===== config.mk =====
export PLATFORM = sky130hd
export DESIGN_NAME = rr_lock_arb
export DESIGN_NICKNAME = d
export VERILOG_FILES = /design/src/rtl/rr_lock_arb.sv
export SDC_FILE = /design/constraint.sdc
export NUM_CORES = 1
export LEC_CHECK = 0
export ABC_AREA = 1
export BUFFER_PORTS_ARGS = -buffer_cell sky130_fd_sc_hd__buf_2
export CORE_ASPECT_RATIO = 0.9
export CORE_UTILIZATION = 44
export DETAILED_ROUTE_END_ITERATION = 6
export PLACE_DENSITY_LB_ADDON = 0.15
export SYNTH_ARGS = -nofsm -noshare
export SYNTH_HDL_FRONTEND = slang
export SYNTH_SLANG_ARGS = --single-unit

===== constraint.sdc =====
create_clock -name clk -period 1.1 [get_ports clk]
set_input_delay 0.165 -clock clk [delete_from_list [all_inputs] [get_ports clk]]
set_output_delay 0.165 -clock clk [all_outputs]
set_load 0.02 [all_outputs]

===== src/rtl/rr_lock_arb.sv =====
module rr_lock_arb #(
  parameter int N_CH = 4,
  localparam int IW = (N_CH > 1) ? $clog2(N_CH) : 1
) (
  input  logic            clk,
  input  logic            rst_n,
  input  logic [N_CH-1:0] req_i,
  input  logic [N_CH-1:0] done_i,
  input  logic [N_CH-1:0] lock_i,
  output logic [N_CH-1:0] gnt_o,
  output logic            gnt_vld_o,
  output logic [IW-1:0]   gnt_idx_o
);

  logic          busy_q;
  logic          rsv_q;
  logic [IW-1:0] own_q;
  logic [IW-1:0] ptr_q;
  logic          pick_ok;
  logic [IW-1:0] pick_idx;
  logic [IW-1:0] own_nx;

  assign own_nx = (own_q == IW'(N_CH - 1)) ? '0 : own_q + 1'b1;

  always_comb begin
    int c;
    pick_ok  = 1'b0;
    pick_idx = '0;
    for (int k = N_CH - 1; k >= 0; k--) begin
      c = int'(ptr_q) + k;
      if (c >= N_CH) c = c - N_CH;
      if (req_i[c]) begin
        pick_ok  = 1'b1;
        pick_idx = IW'(c);
      end
    end
  end

  always_ff @(posedge clk) begin
    if (!rst_n) begin
      busy_q <= 1'b0;
      rsv_q  <= 1'b0;
      own_q  <= '0;
      ptr_q  <= '0;
    end else if (busy_q) begin
      if (done_i[own_q]) begin
        busy_q <= 1'b0;
        ptr_q  <= own_nx;
        rsv_q  <= lock_i[own_q];
      end
    end else if (rsv_q) begin
      if (!lock_i[own_q])    rsv_q  <= 1'b0;
      else if (req_i[own_q]) busy_q <= 1'b1;
    end else if (pick_ok) begin
      busy_q <= 1'b1;
      own_q  <= pick_idx;
    end
  end

  assign gnt_o     = busy_q ? (N_CH'(1) << own_q) : '0;
  assign gnt_vld_o = busy_q;
  assign gnt_idx_o = own_q;

endmodule


## Word-level counts from Yosys, hierarchy flattened

Cells that the tools add are included.

| word-level totals | value |
|---|---|
| bits in registers | 6 |
| word-level logic and storage cells | 70 |

| cells by class | value |
|---|---|
| add/sub/neg operators | 8 |
| order comparisons | 9 |
| eq/ne operators | 2 |
| shift-type cells | 1 |
| muxes and demuxes | 42 |
| bitwise logic cells | 2 |
| reductions and logical operators | 2 |

Operators with widths:

| operator | count |
|---|---|
| < comparator 32 x 4 -> 1 bit (second input constant) | 4 |
| 2-to-1 mux 32 bit | 4 |
| 2-to-1 mux 1 bit | 25 |
| binary-select mux 1 bit (select 2 bit) | 7 |
| subtractor 3 x 3 -> 4 bit (second input constant) | 3 |
| 2-to-1 mux 2 bit | 5 |
| greater-or-equal comparator 3 bit (second input constant) | 3 |
| adder 2 x 2 -> 3 bit (second input constant) | 2 |
| 2-to-1 mux 4 bit | 1 |
| << shifter 1 x 2 -> 4 bit (first input constant) | 1 |
| subtractor 2 x 3 -> 4 bit (second input constant) | 1 |
| adder 2 x 1 -> 3 bit (second input constant) | 1 |
| greater-or-equal comparator 2 x 3 -> 1 bit (second input constant) | 1 |
| < comparator 2 x 3 -> 1 bit (second input constant) | 1 |
| AND reduction 3 bit | 1 |
| adder 2 x 1 -> 2 bit (second input constant) | 1 |
| equality test 2 bit (second input constant) | 1 |
| inequality test 2 x 1 -> 1 bit (second input constant) | 1 |
| NOT 1 bit | 2 |
| AND reduction 2 bit | 1 |

## Logic depth before layout (Yosys ltp)

Gate-level depths: netlist of the first run.

| logic depth | value |
|---|---|
| depth in word-level cells | 13 |
| gate-level depth with buffers | 13 |

## Worst setup path before layout of the first run

Ideal clock, no wire load.

| timing path | value |
|---|---|
| path type | flip-flop to flip-flop |
| start | reg own_q[0], in the netlist gnt_idx_o[0] |
| end | reg ptr_q[0] |
| library setup time | 0.119 ns |
| arrival time | 1.273 ns |
| data required time | 0.981 ns |
| slack | -0.292 ns |
| stages on the path, launching flop included | 7 |
| path buffers | 1 |
| clock period less this slack | 1.392 ns |
| cells stage by stage | dfxtp_1 > buf_2 > o21ai_0 > o22ai_1 > nand2_1 > o21ai_0 > a21oi_1 |

| on the way | value |
|---|---|
| word-level cells in the longest chain between the ends | 3 |

Ends and longest elaborated chain:

| element | line | text |
|---|---|---|
| start, declared | 17 | `logic [IW-1:0] own_q;` |
| start signal, assigned | 56 | `own_q <= pick_idx;` |
| binary-select mux 1 bit (select 2 bit) | 46 | `if (done_i[own_q]) begin` |
| 2-to-1 mux 1 bit (not written as such) | 46 |  |
| AND reduction 2 bit (no line) | - |  |
| end signal, assigned | 48 | `ptr_q <= own_nx;` |
| end, declared | 18 | `logic [IW-1:0] ptr_q;` |

Parallel ways exist; a longest one is shown, timed or not. The select of a mux whose other input is x is not followed.
A chain may end at the register's enable or synchronous reset.

## Worst setup path after layout of the first run

| timing path | value |
|---|---|
| start | reg ptr_q[0] |
| end | reg own_q[0], in the netlist gnt_idx_o[0] |

| on the way | value |
|---|---|
| word-level cells in the longest chain between the ends | 11 |

Ends and longest elaborated chain:

| element | line | text |
|---|---|---|
| adder 2 x 2 -> 3 bit | 30 | `c = int'(ptr_q) + k;` |
| subtractor 3 x 3 -> 4 bit / greater-or-equal comparator 3 bit (equally long branches) | 31 | `if (c >= N_CH) c = c - N_CH;` |
| 2-to-1 mux 32 bit | 31 |  |
| binary-select mux 1 bit (select 2 bit) | 32 | `if (req_i[c]) begin` |
| 2-to-1 mux 1 bit (not written as such) (2 in series) | 32 |  |
| 2-to-1 mux 1 bit (4 in series) | 32 |  |
| AND reduction 3 bit (no line) | - |  |

Parallel ways exist; a longest one is shown, timed or not. The select of a mux whose other input is x is not followed.

==> out/results.txt, run 1 <==
Cell taking the most area after synthesis: nand2_1
H-tree depth: 1
Worst Path Max Fanout: 8
Antenna viol nets, final: 0
P_leak: 0.616 nW
Post-synthesis cell type count: 16
RSZ-0062 raised after global routing: true
Register area: 131 um^2
Die Height: 38.9 um
Most Frequent Cell on Critical Path: nand2_1
Synthesized area: 666 um^2
Critical path startpoint category: flop
Worst Path Required: 1.24 ns
MaxCap Viol Count: 0
Tmin final: 1.42 ns
Top cells by count, synth: 41 x nand2_1, 17 x inv_1, 12 x a21oi_1
Comb power frac: 0.776
Root Driver: clkbuf_4
Drt total wl: 2.53 mm
Dominant register cell in the synthesized netlist: dfxtp_1
Fin util: 0.884
Sw Ratio: 0.508
CP max-delay cell: dfxtp_4
VDD IR max: 0.00180 V
Vias per cell: 5.16
Clock share of power: 0.074
Initial DRC Count: 35
Post-synthesis sequential area ratio: 0.180
Final setup viols: 10
TritonCTS clock tree: yes
Fmax: 705 MHz
Final WS setup: -0.319 ns
DRT Pass-1 Iters: 4
Clk slew on worst S/H paths: 0.06 ns
Reg power frac: 0.149
GRT Total Usage: 0.281
Slew Limit Fails: 0
Clock buffer depth: 2
Die area: 0.00167 mm^2
Synthesis Warnings: 0
PwrDens: 2750 mW/mm^2
Post-route DRC: 0
Post-Syn Instances: 120
Layout cell share with drive strength beyond 1: 0.606
Post-synth top area share: 0.231
Starting Density: 0.504
CP Data Arrival Time: 1.56 ns
Placer Congestion: 0.795
Seq cells post-synth: 6
Core area: 0.00132 mm^2
Setup CP Type: flop to flop
Top Ports: 21
WL/cell: 14.1 um
Vias in the first global route: 830
Run status: complete, but fails checks
# port buffers: 20
Crit path largest cell delay: 0.38 ns
Worst-Skew Late Latency: 0.25 ns
Maximum number of pins on one net before global-route repair: 9
Fill cells: 69
Switching pwr: 1.63 mW
Final antenna diode count: 0
Async SR Flop Fraction: 0
Initial antenna violation count: 0
Post-Syn Nets: 138
Nets: 184
Clk sinks: 6
Crit share post-route: 1.29
Violated checks: negative setup slack
Worst-path cell chain: inv_6, nand2_2, and2_4, nand2_2, nand2_1, inv_1, nand2_1, nand2_1, nand3_1, nand2_1, inv_1
Synthesized area per cell: 5.55 um^2
Cts bufs inserted: 3
Die Span X: 43 um
Via count: 923
Remaining Overflow, GRT: 0
Post-synth EDFFs: 0
Area Overhead vs Synth: 75.6%
Num rows: 12
Area of the multi-input gates: 586 um^2
First-pass GRT wire length: 3.44 mm
Final Cell Area: 0.00117 mm^2
Setup Skew: 0.00499 ns
Area contributors post-synth: nand2_1 23%, dfxtp_1 18%, inv_1 9.6%
Hold buffer count at CTS: 0
Total Power: 3.21 mW
Crit path capture type: flop
Final setup TNS: -1.97 ns
Post-place instance area: 940 um^2
Cell internal pwr: 1.58 mW
Class of the worst hold path: primary input to flop
Most frequent cell after synthesis: nand2_1
Slew @ Worst Pin: 0.286 ns
Rel. slew slack: 0.808
DP Wirelength: 1.46 mm
Final hold vios: 0
-- sequential cells by signal, indices dropped and copies added, names as in the netlist --
name and cells:
gnt_idx_o 2, ptr_q 2, gnt_vld_o 1, rsv_q 1
-- cell families (layout without fill, tap and decap cells) --
| group | Yosys count | in the layout | share of synthesized area |
|---|---|---|---|
| compound gates | 19 | 19 | 0.145 |
| flops | 6 | 6 | 0.180 |
| simple gates | 69 | 69 | 0.455 |
| buf+inv | 22 | 67 | 0.145 |
| fa+ha+maj | 4 | 4 | 0.0752 |
-- per-layer routing --
metal,GRT usage,up-vias,routed length (um)
met2,0.515,44,1190
met4,0.0682,0,93
met5,0,-,0
met3,0.0654,11,140
met1,0.336,404,1100
li1,-,464,-
-- layout make-up --
type / count / share of cell area
clock buffer: 4 / 0.0225
timing repair buffer: 43 / 0.276
inverter: 20 / 0.0728
sequential: 6 / 0.112
tap: 14 / 0.0150
multi-input combinational: 92 / 0.501
-- worst paths after layout --
check                              start      endpoint  slack (ns)  cells past startpoint
worst max-delay path            ptr_q[0]  gnt_idx_o[0]       -0.32                     11
worst min register to register     rsv_q         rsv_q        0.56                      4
worst max register to register  ptr_q[0]  gnt_idx_o[0]       -0.32                     11
worst min-delay path               rst_n      ptr_q[0]        0.18                      3
-- layout by cell type, fill, tap and decap left out --
cell type,count
o22ai_2,1
clkbuf_4,3
buf_6,6
o21ai_1,2
clkbuf_1,1
nor2_4,1
buf_12,1
dfxtp_4,2
ha_4,4
and2_4,2
nand3_1,7
inv_1,12
dfxtp_1,1
nor2_2,2
nor2_1,7
inv_2,6
buf_4,22
buf_2,14
a21oi_2,4
inv_6,2
nand2_1,27
a21oi_1,8
nand2_2,22
dfxtp_2,3
o21ai_2,4
nand2_4,1
-- through the flow --
stage | hold WS, ns | worst slack, ns | instances
2_1_floorplan | 0.283 | -0.0936 | 120
3_3_place_gp | 0.430 | -0.174 | 169
3_5_place_dp | 0.439 | -0.206 | 169
4_1_cts | 0.175 | -0.209 | 177
5_1_grt | 0.186 | -0.390 | 179
6_report | 0.181 | -0.319 | 179
-- power groups by stage --
stage	combinational, mW	clock [mW]	sequential (mW)
floorplan	1.16	0	0.471
global placement	1.75	0	0.465
detailed placement	1.79	0	0.465
CTS	2.07	0.229	0.453
global route	2.65	0.256	0.490
finish	2.49	0.238	0.479
-- worst max-delay path: cells and delay by family, from the launching register on --
kind	cells	cell delay, ns
simple gates	8	0.69
flops	1	0.38
buf+inv	3	0.23
-- repair_timing --
item	in CTS	in global routing
buffers inserted	4	2
resized for setup	23	26
endpoints found under the setup margin	11	13
pin swaps	15	7
No activity file was read; power rests on OpenSTA's default activity.
==> inputs of run 2 (changes only) <==
--- a/config.mk
+++ b/config.mk
@@ -11,6 +11,7 @@
 export CORE_UTILIZATION = 44
 export DETAILED_ROUTE_END_ITERATION = 6
 export PLACE_DENSITY_LB_ADDON = 0.15
+export SKIP_CTS_REPAIR_TIMING = 1
 export SYNTH_ARGS = -nofsm -noshare
 export SYNTH_HDL_FRONTEND = slang
 export SYNTH_SLANG_ARGS = --single-unit
==> run 2 against run 1 <==
  * The run still ends with negative setup slack left
  * Utilization rose by 1.5 points
  * Via count decreased by 0.11%
  * Clock skew grew 0.00076 ns
  * Sequential share of layout area rose by 0.23 points
  * Sequential power is 9.8% higher
  * Power grew 0.33%
  * Largest cell class unchanged
==> out/results.txt, run 2 (same netlist as run 1, synthesis figures left out) <==
DP Wirelength: 1.46 mm (unchanged)
Met2 wire length: 1.18 mm (was 1.19 mm)
Crit path depth: 12 (was 11)
Setup CP Type: flop to flop (unchanged)
Root Driver: clkbuf_4 (unchanged)
Layout cell share with drive strength beyond 1: 0.593 (was 0.606)
Crit path to: gnt_idx_o[0] (unchanged)
TritonCTS clock tree: yes (unchanged)
# port buffers: 20 (unchanged)
Post-route DRC: 0 (unchanged)
Most frequent cells in the layout: 27 x nand2_1, 18 x buf_4, 16 x nand2_2, 14 x buf_2, 12 x inv_1 (was 27 x nand2_1, 22 x nand2_2, 22 x buf_4, 14 x buf_2, 12 x inv_1)
RSZ-0062 raised after global routing: true (unchanged)
Num rows: 12 (unchanged)
DRT met1 WL: 1.05 mm (was 1.10 mm)
Worst reg2reg path depth: 12 (was 11)
Initial DRC Count: 40 (was 35)
Vias in the first global route: 740 (was 830)
First-pass GRT wire length: 2.97 mm (was 3.44 mm)
WL/cell: 14.1 um (about the same)
Register area: 136 um^2 (was 131 um^2)
WP buf/inv: 3 (unchanged)
CP max-delay cell: dfxtp_4 (unchanged)
H-tree depth: 1 (unchanged)
Most Frequent Cell on Critical Path: nand2_1 (unchanged)
MaxCap Viol Count: 0 (unchanged)
Fin util: 0.900 (was 0.884)
Nets: 181 (was 184)
Area of the multi-input gates: 612 um^2 (was 586 um^2)
R2R Path End: gnt_idx_o[0] (unchanged)
Fill cells: 62 (was 69)
Worst Path Max Fanout: 8 (unchanged)
CP top delay family: simple AND/OR/NAND/NOR gates (unchanged)
Remaining Overflow, GRT: 0 (unchanged)
Area Overhead vs Synth: 78.6% (was 75.6%)
DR WL met3: 175 um (was 140 um)
DRT Pass-1 Iters: 4 (unchanged)
Run status: complete, but fails checks (unchanged)
Fmax: 728 MHz (was 705 MHz)
Worst R2R Start: ptr_q[0] (unchanged)
Cts bufs inserted: 3 (unchanged)
Placer Congestion: 0.795 (unchanged)
DP Worst Slack: -0.206 ns (unchanged)
Rel. slew slack: 0.799 (was 0.808)
Die Height: 38.9 um (unchanged)
P_leak: 0.617 nW (was 0.616 nW)
Hold depth: 3 (unchanged)
Maximum number of pins on one net before global-route repair: 9 (unchanged)
Hold Slack: 0.182 ns (was 0.181 ns)
Worst-Skew Late Latency: 0.26 ns (was 0.25 ns)
Setup Skew: 0.00575 ns (was 0.00499 ns)
Slew Limit Fails: 0 (unchanged)
Final WS setup: -0.274 ns (was -0.319 ns)
Crit path largest cell delay: 0.38 ns (about the same)
Top Ports: 21 (unchanged)
Worst-path cell chain: inv_8, nand2_4, nand2_2, nand2_2, nand2_2, inv_1, nand2_1, nand2_1, nand2_1, nand3_1, nand2_1, inv_1 (was inv_6, nand2_2, and2_4, nand2_2, nand2_1, inv_1, nand2_1, nand2_1, nand3_1, nand2_1, inv_1)
Critical path startpoint category: flop (unchanged)
PwrDens: 2710 mW/mm^2 (was 2750 mW/mm^2)
Final antenna diode count: 0 (unchanged)
Max Used Layer: met4 (unchanged)
Clk sinks: 6 (unchanged)
Clock buffer depth: 2 (unchanged)
Final setup viols: 10 (unchanged)
VDD IR max: 0.00203 V (was 0.00180 V)
Die area: 0.00167 mm^2 (unchanged)
Vias per cell: 5.24 (was 5.16)
Antenna viol nets, final: 0 (unchanged)
Initial antenna violation count: 0 (unchanged)
Worst Path Required: 1.25 ns (was 1.24 ns)
Crit share post-route: 1.25 (was 1.29)
CP Data Arrival Time: 1.53 ns (was 1.56 ns)
FF-to-FF setup slack: -0.27 ns (was -0.32 ns)
GRT Total Usage: 0.242 (was 0.281)
Class of the worst hold path: primary input to flop (unchanged)
Drt total wl: 2.48 mm (was 2.53 mm)
Die Span X: 43 um (unchanged)
Core area: 0.00132 mm^2 (unchanged)
Violated checks: negative setup slack (unchanged)
Slew @ Worst Pin: 0.301 ns (was 0.286 ns)
Starting Density: 0.504 (unchanged)
Via count: 922 (was 923)
Critical path launch point: ptr_q[0] (unchanged)
Leading cell type in the layout, fill and taps excluded: nand2_1 (unchanged)
Clk slew on worst S/H paths: 0.06 ns (about the same)
Crit path capture type: flop (unchanged)
Final hold vios: 0 (unchanged)
Tmin final: 1.37 ns (was 1.42 ns)
-- run 2: final cells by class --
type,count,area share
timing repair buffer,40,0.256
clock buffer,4,0.0221
sequential,6,0.115
multi-input combinational,92,0.515
inverter,20,0.0779
tap,14,0.0147
-- run 2: worst min-delay path by stage --
stage                               to  slack, ns  start
final                     gnt_idx_o[1]       0.18  rst_n
after global routing      gnt_idx_o[1]       0.17  rst_n
after CTS                        rsv_q       0.18  rst_n
after detailed placement  gnt_idx_o[1]       0.44  rst_n
after global placement    gnt_idx_o[1]       0.43  rst_n
after floorplan           gnt_idx_o[1]       0.28  rst_n
-- run 2: through the flow --
stage	instances	instance area (um^2)	setup TNS, ns	total power, mW
floorplan	120	704	-0.425	1.63
global placement	169	940	-0.750	2.21
detailed placement	169	940	-0.853	2.25
CTS	173	966	-2.02	2.49
global route	176	1190	-2.73	3.41
finish	176	1190	-2.14	3.22
-- run 2: report_power, final --
group	switching, mW	internal, mW	total (mW)
sequential	0.187	0.339	0.526
clock	0.103	0.139	0.242
combinational	1.36	1.09	2.45
total	1.65	1.57	3.22
-- run 2: worst reg2reg max path, cell delays in order (launching register included) --
cell     delay, ns
dfxtp_4       0.38
inv_8         0.11
nand2_4       0.05
nand2_2       0.08
nand2_2       0.07
nand2_2       0.10
inv_1         0.06
nand2_1       0.08
nand2_1       0.09
nand2_1       0.07
nand3_1       0.08
nand2_1       0.07
inv_1         0.03
-- run 2: per-layer routing --
metal | track usage | vias to the layer above
met5 | 0 | -
met3 | 0.0561 | 9
met1 | 0.317 | 406
met2 | 0.413 | 51
li1 | - | 456
met4 | 0.0455 | 0
